`config.mk`:
```
export PLATFORM = sky130hd
export DESIGN_NAME = evt_timer
export DESIGN_NICKNAME = d
export VERILOG_FILES = /design/src/rtl/evt_timer_pkg.sv /design/src/rtl/evt_timer_counter.sv /design/src/rtl/evt_timer_cmp.sv /design/src/rtl/evt_timer_ctrl.sv /design/src/rtl/evt_timer.sv
export SDC_FILE = /design/constraint.sdc
export NUM_CORES = 1
export LEC_CHECK = 0
export ABC_AREA = 1
export ABC_CLOCK_PERIOD_IN_PS = 3900
export BUFFER_PORTS_ARGS = -buffer_cell sky130_fd_sc_hd__buf_2
export CAP_MARGIN = 20
export CORE_UTILIZATION = 45
export CTS_BUF_LIST = sky130_fd_sc_hd__clkbuf_8
export DETAILED_ROUTE_END_ITERATION = 6
export SYNTH_ARGS = -nofsm -noshare
export SYNTH_HDL_FRONTEND = slang
export SYNTH_SLANG_ARGS = --single-unit
```
`constraint.sdc`:
```
create_clock -name clk -period 3.9 [get_ports clk]
set_clock_uncertainty 0.1 [all_clocks]
set_input_delay 0.78 -clock clk [delete_from_list [all_inputs] [get_ports clk]]
set_output_delay 0.78 -clock clk [all_outputs]
set_load 0.02 [all_outputs]
```
`src/rtl/evt_timer_pkg.sv`:
```
package evt_timer_pkg;
  typedef enum logic [1:0] {
    REG_GLB  = 2'd0,
    REG_CNT  = 2'd1,
    REG_TCFG = 2'd2,
    REG_CMP  = 2'd3
  } reg_sel_e;

  localparam int GL_RUN  = 0;
  localparam int TC_IEN  = 0;
  localparam int TC_PER  = 1;
  localparam int TC_LOAD = 2;
  localparam int TC_STS  = 3;
  localparam int TC_BITS = 4;
endpackage

```
`src/rtl/evt_timer_counter.sv`:
```
module evt_timer_counter #(
  parameter int W = 32
) (
  input  logic         clk,
  input  logic         rst_n,
  input  logic         run_en,
  input  logic         ld,
  input  logic [W-1:0] ld_val,
  output logic [W-1:0] count
);
  logic [W-1:0] cnt_q, cnt_n;
  logic         cnt_ce;

  assign cnt_ce = ld | run_en;

  always_comb begin
    cnt_n = cnt_q;
    if (ld)          cnt_n = ld_val;
    else if (run_en) cnt_n = cnt_q + W'(1);
  end

  always_ff @(posedge clk or negedge rst_n) begin
    if (!rst_n)      cnt_q <= '0;
    else if (cnt_ce) cnt_q <= cnt_n;
  end

  assign count = cnt_q;
endmodule

```
`src/rtl/evt_timer_cmp.sv`:
```
module evt_timer_cmp #(
  parameter int W = 32
) (
  input  logic         clk,
  input  logic         rst_n,
  input  logic         run_en,
  input  logic [W-1:0] count,
  input  logic         periodic,
  input  logic         load_arm,
  input  logic         cmp_wr,
  input  logic [W-1:0] wdata,
  output logic [W-1:0] cmp_live,
  output logic [W-1:0] period,
  output logic         match
);
  logic [W-1:0] live_q, live_n, per_q, per_n;
  logic         live_ce, per_ce;

  assign match = run_en && (count == live_q);

  always_comb begin
    live_n  = live_q;
    per_n   = per_q;
    live_ce = 1'b0;
    per_ce  = 1'b0;
    if (cmp_wr) begin
      if (!periodic) begin
        live_n  = wdata;
        live_ce = 1'b1;
      end else begin
        per_n  = wdata;
        per_ce = 1'b1;
        if (load_arm) begin
          live_n  = wdata;
          live_ce = 1'b1;
        end
      end
    end else if (match && periodic) begin
      live_n  = live_q + per_q;
      live_ce = 1'b1;
    end
  end

  always_ff @(posedge clk or negedge rst_n) begin
    if (!rst_n)       live_q <= '0;
    else if (live_ce) live_q <= live_n;
  end

  always_ff @(posedge clk or negedge rst_n) begin
    if (!rst_n)      per_q <= '0;
    else if (per_ce) per_q <= per_n;
  end

  assign cmp_live = live_q;
  assign period   = per_q;
endmodule

```
`src/rtl/evt_timer_ctrl.sv`:
```
module evt_timer_ctrl
  import evt_timer_pkg::*;
#(
  parameter int W = 32
) (
  input  logic         clk,
  input  logic         rst_n,
  input  logic [1:0]   bus_addr,
  input  logic [TC_BITS-1:0] bus_wd,
  input  logic         bus_we,
  input  logic         bus_re,
  input  logic [W-1:0] count,
  input  logic [W-1:0] cmp_live,
  input  logic         match,
  output logic         run_en,
  output logic         irq_en,
  output logic         periodic,
  output logic         load_arm,
  output logic         status,
  output logic         cnt_wr,
  output logic         cmp_wr,
  output logic         tcfg_wr,
  output logic [W-1:0] rdata,
  output logic         irq_o
);
  reg_sel_e     sel;
  logic         glb_wr;
  logic         run_q, ien_q, per_q, arm_q, sts_q;
  logic         run_n, ien_n, per_n, arm_n, sts_n;
  logic         sts_set, sts_clr;
  logic [W-1:0] rd_q, rd_n;

  assign sel     = reg_sel_e'(bus_addr);
  assign glb_wr  = bus_we && (sel == REG_GLB);
  assign cnt_wr  = bus_we && (sel == REG_CNT);
  assign tcfg_wr = bus_we && (sel == REG_TCFG);
  assign cmp_wr  = bus_we && (sel == REG_CMP);

  assign sts_set = match && ien_q;
  assign sts_clr = tcfg_wr && bus_wd[TC_STS];

  always_comb begin
    run_n = glb_wr  ? bus_wd[GL_RUN] : run_q;
    ien_n = tcfg_wr ? bus_wd[TC_IEN] : ien_q;
    per_n = tcfg_wr ? bus_wd[TC_PER] : per_q;
    if (tcfg_wr)     arm_n = bus_wd[TC_LOAD];
    else if (cmp_wr) arm_n = 1'b0;
    else             arm_n = arm_q;
    sts_n = sts_set | (sts_q & ~sts_clr);
  end

  always_ff @(posedge clk or negedge rst_n) begin
    if (!rst_n) begin
      run_q <= 1'b0;
      ien_q <= 1'b0;
      per_q <= 1'b0;
      arm_q <= 1'b0;
      sts_q <= 1'b0;
    end else begin
      run_q <= run_n;
      ien_q <= ien_n;
      per_q <= per_n;
      arm_q <= arm_n;
      sts_q <= sts_n;
    end
  end

  always_comb begin
    rd_n = '0;
    case (sel)
      REG_GLB:  rd_n[GL_RUN] = run_q;
      REG_CNT:  rd_n = count;
      REG_TCFG: begin
        rd_n[TC_IEN]  = ien_q;
        rd_n[TC_PER]  = per_q;
        rd_n[TC_LOAD] = arm_q;
        rd_n[TC_STS]  = sts_q;
      end
      default:  rd_n = cmp_live;
    endcase
  end

  always_ff @(posedge clk or negedge rst_n) begin
    if (!rst_n)      rd_q <= '0;
    else if (bus_re) rd_q <= rd_n;
  end

  assign run_en   = run_q;
  assign irq_en   = ien_q;
  assign periodic = per_q;
  assign load_arm = arm_q;
  assign status   = sts_q;
  assign rdata    = rd_q;
  assign irq_o    = sts_q & ien_q;
endmodule

```
`src/rtl/evt_timer.sv`:
```
module evt_timer
  import evt_timer_pkg::*;
#(
  parameter int CNT_W = 32
) (
  input  logic             clk,
  input  logic             rst_n,
  input  logic [1:0]       bus_addr,
  input  logic [CNT_W-1:0] bus_wdata,
  input  logic             bus_we,
  input  logic             bus_re,
  output logic [CNT_W-1:0] bus_rdata,
  output logic             irq_o
);
  logic [1:0]       rst_sync_q;
  logic             rst_sn;
  logic             run_en, irq_en, periodic, load_arm, status_q;
  logic             cnt_wr, cmp_wr, tcfg_wr, match;
  logic [CNT_W-1:0] count_q, cmp_live, period_q;

  always_ff @(posedge clk or negedge rst_n) begin
    if (!rst_n) rst_sync_q <= 2'b00;
    else        rst_sync_q <= {rst_sync_q[0], 1'b1};
  end
  assign rst_sn = rst_sync_q[1];

  evt_timer_counter #(.W(CNT_W)) u_cnt (
    .clk    (clk),
    .rst_n  (rst_sn),
    .run_en (run_en),
    .ld     (cnt_wr),
    .ld_val (bus_wdata),
    .count  (count_q)
  );

  evt_timer_cmp #(.W(CNT_W)) u_cmp (
    .clk      (clk),
    .rst_n    (rst_sn),
    .run_en   (run_en),
    .count    (count_q),
    .periodic (periodic),
    .load_arm (load_arm),
    .cmp_wr   (cmp_wr),
    .wdata    (bus_wdata),
    .cmp_live (cmp_live),
    .period   (period_q),
    .match    (match)
  );

  evt_timer_ctrl #(.W(CNT_W)) u_ctrl (
    .clk      (clk),
    .rst_n    (rst_sn),
    .bus_addr (bus_addr),
    .bus_wd   (bus_wdata[TC_BITS-1:0]),
    .bus_we   (bus_we),
    .bus_re   (bus_re),
    .count    (count_q),
    .cmp_live (cmp_live),
    .match    (match),
    .run_en   (run_en),
    .irq_en   (irq_en),
    .periodic (periodic),
    .load_arm (load_arm),
    .status   (status_q),
    .cnt_wr   (cnt_wr),
    .cmp_wr   (cmp_wr),
    .tcfg_wr  (tcfg_wr),
    .rdata    (bus_rdata),
    .irq_o    (irq_o)
  );
endmodule

```
After elaboration in Yosys (flattened, before gate mapping)

Cells that the tools add are included.

Register bits: 135
Output and inout port bits: 33
Input bits: 38
Logic and storage cells: 55

Reduce and logical (&&, ||, !) cells: 16
Muxes and demuxes: 17
Equality and inequality tests: 5
Add/subtract/negate cells: 2
Bitwise operators: 5

Operators by type and width:

| cell                                                                  | count |
|---|---|
| 32-bit 2-to-1 mux                                                     | 6 |
| 28-bit case mux with 2 select lines                                   | 1 |
| 32-bit by 1-bit adder with 32-bit output, second input constant       | 1 |
| 32-bit adder                                                          | 1 |
| 32-bit equality test                                                  | 1 |
| 3-bit case mux with 3 select lines                                    | 1 |
| 1-bit logical AND                                                     | 8 |
| 1-bit 2-to-1 mux                                                      | 8 |
| 3-bit AND reduction                                                   | 2 |
| 2-bit nonzero test                                                    | 3 |
| 2-bit equality test, second input constant                            | 2 |
| 3-bit inequality test, second input constant                          | 1 |
| 1-bit case mux with 3 select lines                                    | 1 |
| 1-bit bitwise AND                                                     | 2 |
| 2-bit by 1-bit equality test with 1-bit output, second input constant | 1 |
| 2-bit logical NOT                                                     | 1 |
| 1-bit OR                                                              | 2 |
| 2-bit AND reduction                                                   | 1 |
| 2-bit OR reduction                                                    | 1 |
| 1-bit inverter                                                        | 1 |

Logic depth before layout (Yosys ltp)

Word-level depth: 6
Mapped depth: 16
Depth with buffers taken out: 16

By module

A second synthesis with hierarchy kept.

Cell total of the unflattened synthesis: 1,609
Area, all modules: 10,217.3 um2

By module, submodules not included:

| module            | area an instance (um2) | cells an instance | times used | sequential area each (um2) |
|---|---|---|---|---|
| evt_timer_cmp     | 5,957.0                | 995               | 1          | 1,601.5 |
| evt_timer_counter | 2,202.1                | 327               | 1          | 800.8 |
| evt_timer_ctrl    | 2,004.4                | 284               | 1          | 925.9 |
| evt_timer         | 53.8                   | 3                 | 1          | 50.0 |

Worst setup path before layout

OpenSTA, ideal clock, no wires.

Path type: input to register
From: input port bus_addr[0]
To: register u_cnt.cnt_q[18], in the netlist u_cnt.count[18]
Path buffers: 1
Setup time: 0.142 ns
Path slack: 1.853 ns
Arrival: 1.805 ns
Cell stages on the path: 10
Data required time: 3.658 ns
Path through: inv_1 nor2_1 inv_1 nor2_1 inv_2 nand2_2 inv_2 clkbuf_1 nand2_1 o221ai_1

Cells in the longest elaborated chain, start to end: 4
Elaborated cells on any way between the ends: 6
Those cells by class: eq/ne (1); mux (1); bitwise (1); reduce/logical (3)

RTL lines:

| what                                                            | RTL line                | text |
|---|---|---|
| start, declared                                                 | evt_timer.sv:8          | `input logic [1:0] bus_addr,` |
| 2-bit by 1-bit equality test with 1-bit output (*)              | evt_timer_ctrl.sv:35    | `assign cnt_wr = bus_we && (sel == REG_CNT);` |
| 1-bit logical AND (*)                                           | evt_timer_ctrl.sv:35    |  |
| 2-bit nonzero test (no source line) or 1-bit OR (tied branches) | n/a                     |  |
| 2-bit AND reduction (no source line)                            | n/a                     |  |
| end signal, assigned                                            | evt_timer_counter.sv:24 | `else if (cnt_ce) cnt_q <= cnt_n;` |
| end, declared                                                   | evt_timer_counter.sv:11 | `logic [W-1:0] cnt_q, cnt_n;` |

Mark *: on every way between the ends. The rest lies on a longest branch, timed or not.
A chain may end at the register's enable or synchronous reset.

Worst setup path in the final report

From: register u_cmp.live_q[0], in the netlist u_cmp.cmp_live[0]
To: register u_cmp.live_q[28], in the netlist u_cmp.cmp_live[28]

Cells in the longest elaborated chain, start to end: 6
Elaborated cells on any way between the ends: 10
Those cells by class: add/sub (1); eq/ne (1); mux (4); reduce/logical (4)

RTL lines:

| what                                                                 | RTL line            | text |
|---|---|---|
| start, declared                                                      | evt_timer_cmp.sv:16 | `logic [W-1:0] live_q, live_n, per_q, per_n;` |
| start signal, assigned                                               | evt_timer_cmp.sv:46 | `else if (live_ce) live_q <= live_n;` |
| parallel branches: the longest is 6 deep, another holds 32-bit adder | n/a                 |  |

Parallel ways; which one is timed is not known. The select of a mux whose other input is x is not followed.

==> qor.yml <==
status: "complete, no violations"
worstPathArrival_ns: 2.79
vdd_drop_max_mv: 0.256
layout.cells.most_common: "nand2_1"
yosys_warnings: 0
wl_met2_microns: 11900
globalplace.congestion: 0.905
grt_max_degree: 74
startpoint_type: "register"
dpl_worst_slack_ns: 1.21
ant_nets: 0
holdWs_ns: 0.252
drc: 0
dieArea_sq_um: 21600
crit_start: "u_cmp.cmp_live[0]"
wl_met1_microns: 14700
cts.sinks: 135
insertion_delay_ns: 0.45
area_growth_pct: 10.9
die_w_microns: 147
cts_buffers: 17
cap_violations: 0
routed_wl_microns: 28500
cts_tree: "yes"
cts.htree.levels: 4
final_net_count: 1586
clock-root-buffer: "clkbuf_8"
cts_buffer_depth: 2
placement.cell_area_sq_um: 10000
synth.avg_cell_area_sq_um: 6.49
critPathMostFrequentCell: "nand2_1"
netlist_instances: 1457
grt.overflow.total: 0
io_buffers: 70
min_period_ns: 2.51
ioPinCount: 71
cellPowerDensity_nw_per_um2: 696
wl_per_cell_microns: 15.8
max_freq_mhz: 398
ys_seq_area_share_pct: 35.7
finalHoldViolations: 0
antenna_found_initial: 0
cp_slowest_stage_delay_ns: 0.47
syn-cell-area_sq_um: 9460
hold_start: "rst_sync_q[0]"
drive_gt1_share_pct: 9.10
p_leak_nw: 5.68
r2r-start: "u_cmp.cmp_live[0]"
initial_core_util_pct: 46.3
setup_viol: 0
die_h_microns: 147
crit_slowest_cell: "fa_1"
rows: 52
fin_ws_ns: 1.39
slew_violations: 0
min_path_type: "reg -> reg"
final_cell_mix: "nand2_1, inv_1, dfrtp_1"
crit_type: "reg -> reg"
cts_resized: 0
top_layer: "met4"
worstPathRequired_ns: 4.18
dr.pass1.iters: 5
synth_cell_types: 41
fin_area_sq_um: 10500
finalSetupTns_ns: 0
syn-num-nets: 1528
dp_hpwl_microns: 22000
core_area_sq_um: 20400
grt_pass1_wl_microns: 45900
finalCritPeriodShare_pct: 64.4
diodes: 0
postCtsSetupBuffers: 0
relSlewSlack_pct: 35.8
drt_iter0_markers: 770
met3_length_microns: 1440
path_cells: "ha_1 > fa_1 > nand3_1 > nand3_1 > nand3_1 > nand3b_1 > nand2_1 > nand2_1 > nand2_1 > nand3_1 > nand2_1 > nand2_1 > nand2_1"
worst_slew_pin_slew_ns: 0.962
grt_pass1_vias: 8428
clk_pin_slew_ns: 0.09
rsz0062_at_grt: "no"
cp_max_fo: 5
post-route-util_pct: 51.3
synth-seq-cells: 135
vias: 9142
cp-end-kind: "register"
via_per_inst: 5.08
grt.total_usage_pct: 27.4
[state kept, by name, summed over array words and instances (netlist names)]
| signal | flops |
|---|---|
| u_cnt.count | 32 |
| u_ctrl.load_arm | 1 |
| u_ctrl.rdata | 32 |
| u_ctrl.periodic | 1 |
| u_cmp.cmp_live | 32 |
| u_ctrl.run_en | 1 |
| rst_sync_q | 2 |
| u_cmp.period | 32 |
| u_ctrl.status | 1 |
| u_ctrl.irq_en | 1 |
[critical path, delay by kind of cell (launching register included)]
family	cells	cell delay, ns
fa+ha+maj	2	0.75
simple gates	11	1.14
flops	1	0.46
[worst paths after layout]
kind | end | slack (ns) | depth (start not counted)
hold reg to reg | rst_sync_q[1] | 0.25 | 0
max in group asynchronous | u_ctrl.irq_en | 2.49 | 1
setup reg to reg | u_cmp.cmp_live[28] | 1.39 | 13
min in group asynchronous | u_cmp.period[27] | 0.32 | 0
setup / recovery | u_cmp.cmp_live[28] | 1.39 | 13
hold / removal | rst_sync_q[1] | 0.25 | 0
[metrics by stage]
stage                     power [W]  instances
after CTS                   0.00727       1798
after detailed placement    0.00597       1765
after floorplan             0.00492       1457
final                       0.00729       1798
after global routing        0.00796       1798
after global placement      0.00593       1765
[cells by family after synthesis]
kind of cell,after synthesis,synth area share (%)
compound gates,172,10.8
xor+xnor,33,3.06
fa+ha+maj,33,4.45
buf+inv,267,11.0
flops,135,35.7
other cells,1,0.0397
simple gates,816,34.9
[cells in the mapped netlist (all sizes together)]
cell / n / area, sq um
nand2: 588 / 2210
inv: 227 / 852
dfrtp: 135 / 3380
nor2: 118 / 465
o21ai: 69 / 345
nand3: 60 / 310
a21oi: 36 / 184
ha: 32 / 400
a31oi: 28 / 175
xor2: 28 / 245
clkbuf: 24 / 90.1
nand4: 21 / 138
nor3: 19 / 110
o221ai: 18 / 158
buf: 16 / 95.1
o22ai: 10 / 62.6
xnor2: 5 / 43.8
nand3b: 3 / 22.5
nor4: 3 / 18.8
o211ai: 3 / 22.5
or2: 3 / 18.8
a21o: 2 / 15.0
a221oi: 2 / 17.5
o21bai: 2 / 15.0
a21boi: 1 / 18.8
and2: 1 / 6.26
conb: 1 / 3.75
fa: 1 / 20.0
o311ai: 1 / 8.76
[where the power goes]
part           internal, W  switching [W]  leakage (nW)  total [W]
Sequential         0.00183       0.000673          1.68    0.00251
Clock             0.000701       0.000579         0.212    0.00128
Combinational      0.00127        0.00224          3.79    0.00351
Total              0.00380        0.00349          5.68    0.00729
[routing by layer]
metal | global-route usage, % | up-vias
li1 | - | 4691
met1 | 42.1 | 4156
met2 | 40.4 | 266
met3 | 3.45 | 29
met4 | 6.75 | 0
met5 | 0 | -
[final cells by class]
type                    instances  area, sq um
clock buffers                  21          289
well taps                     270          338
flip-flops and latches        135         3380
clock inverters                11          146
multi-input cells            1055         5040
repair buffers                 79          433
inverters                     227          852
fillers                      2138         9950
[what timing repair did]
action | CTS | global route
endpoints found under the setup margin | 0 | 0
hold buffers | 1 | 0
hold endpoints to repair | 2 | 0
Power figures use the tool's default switching activity.
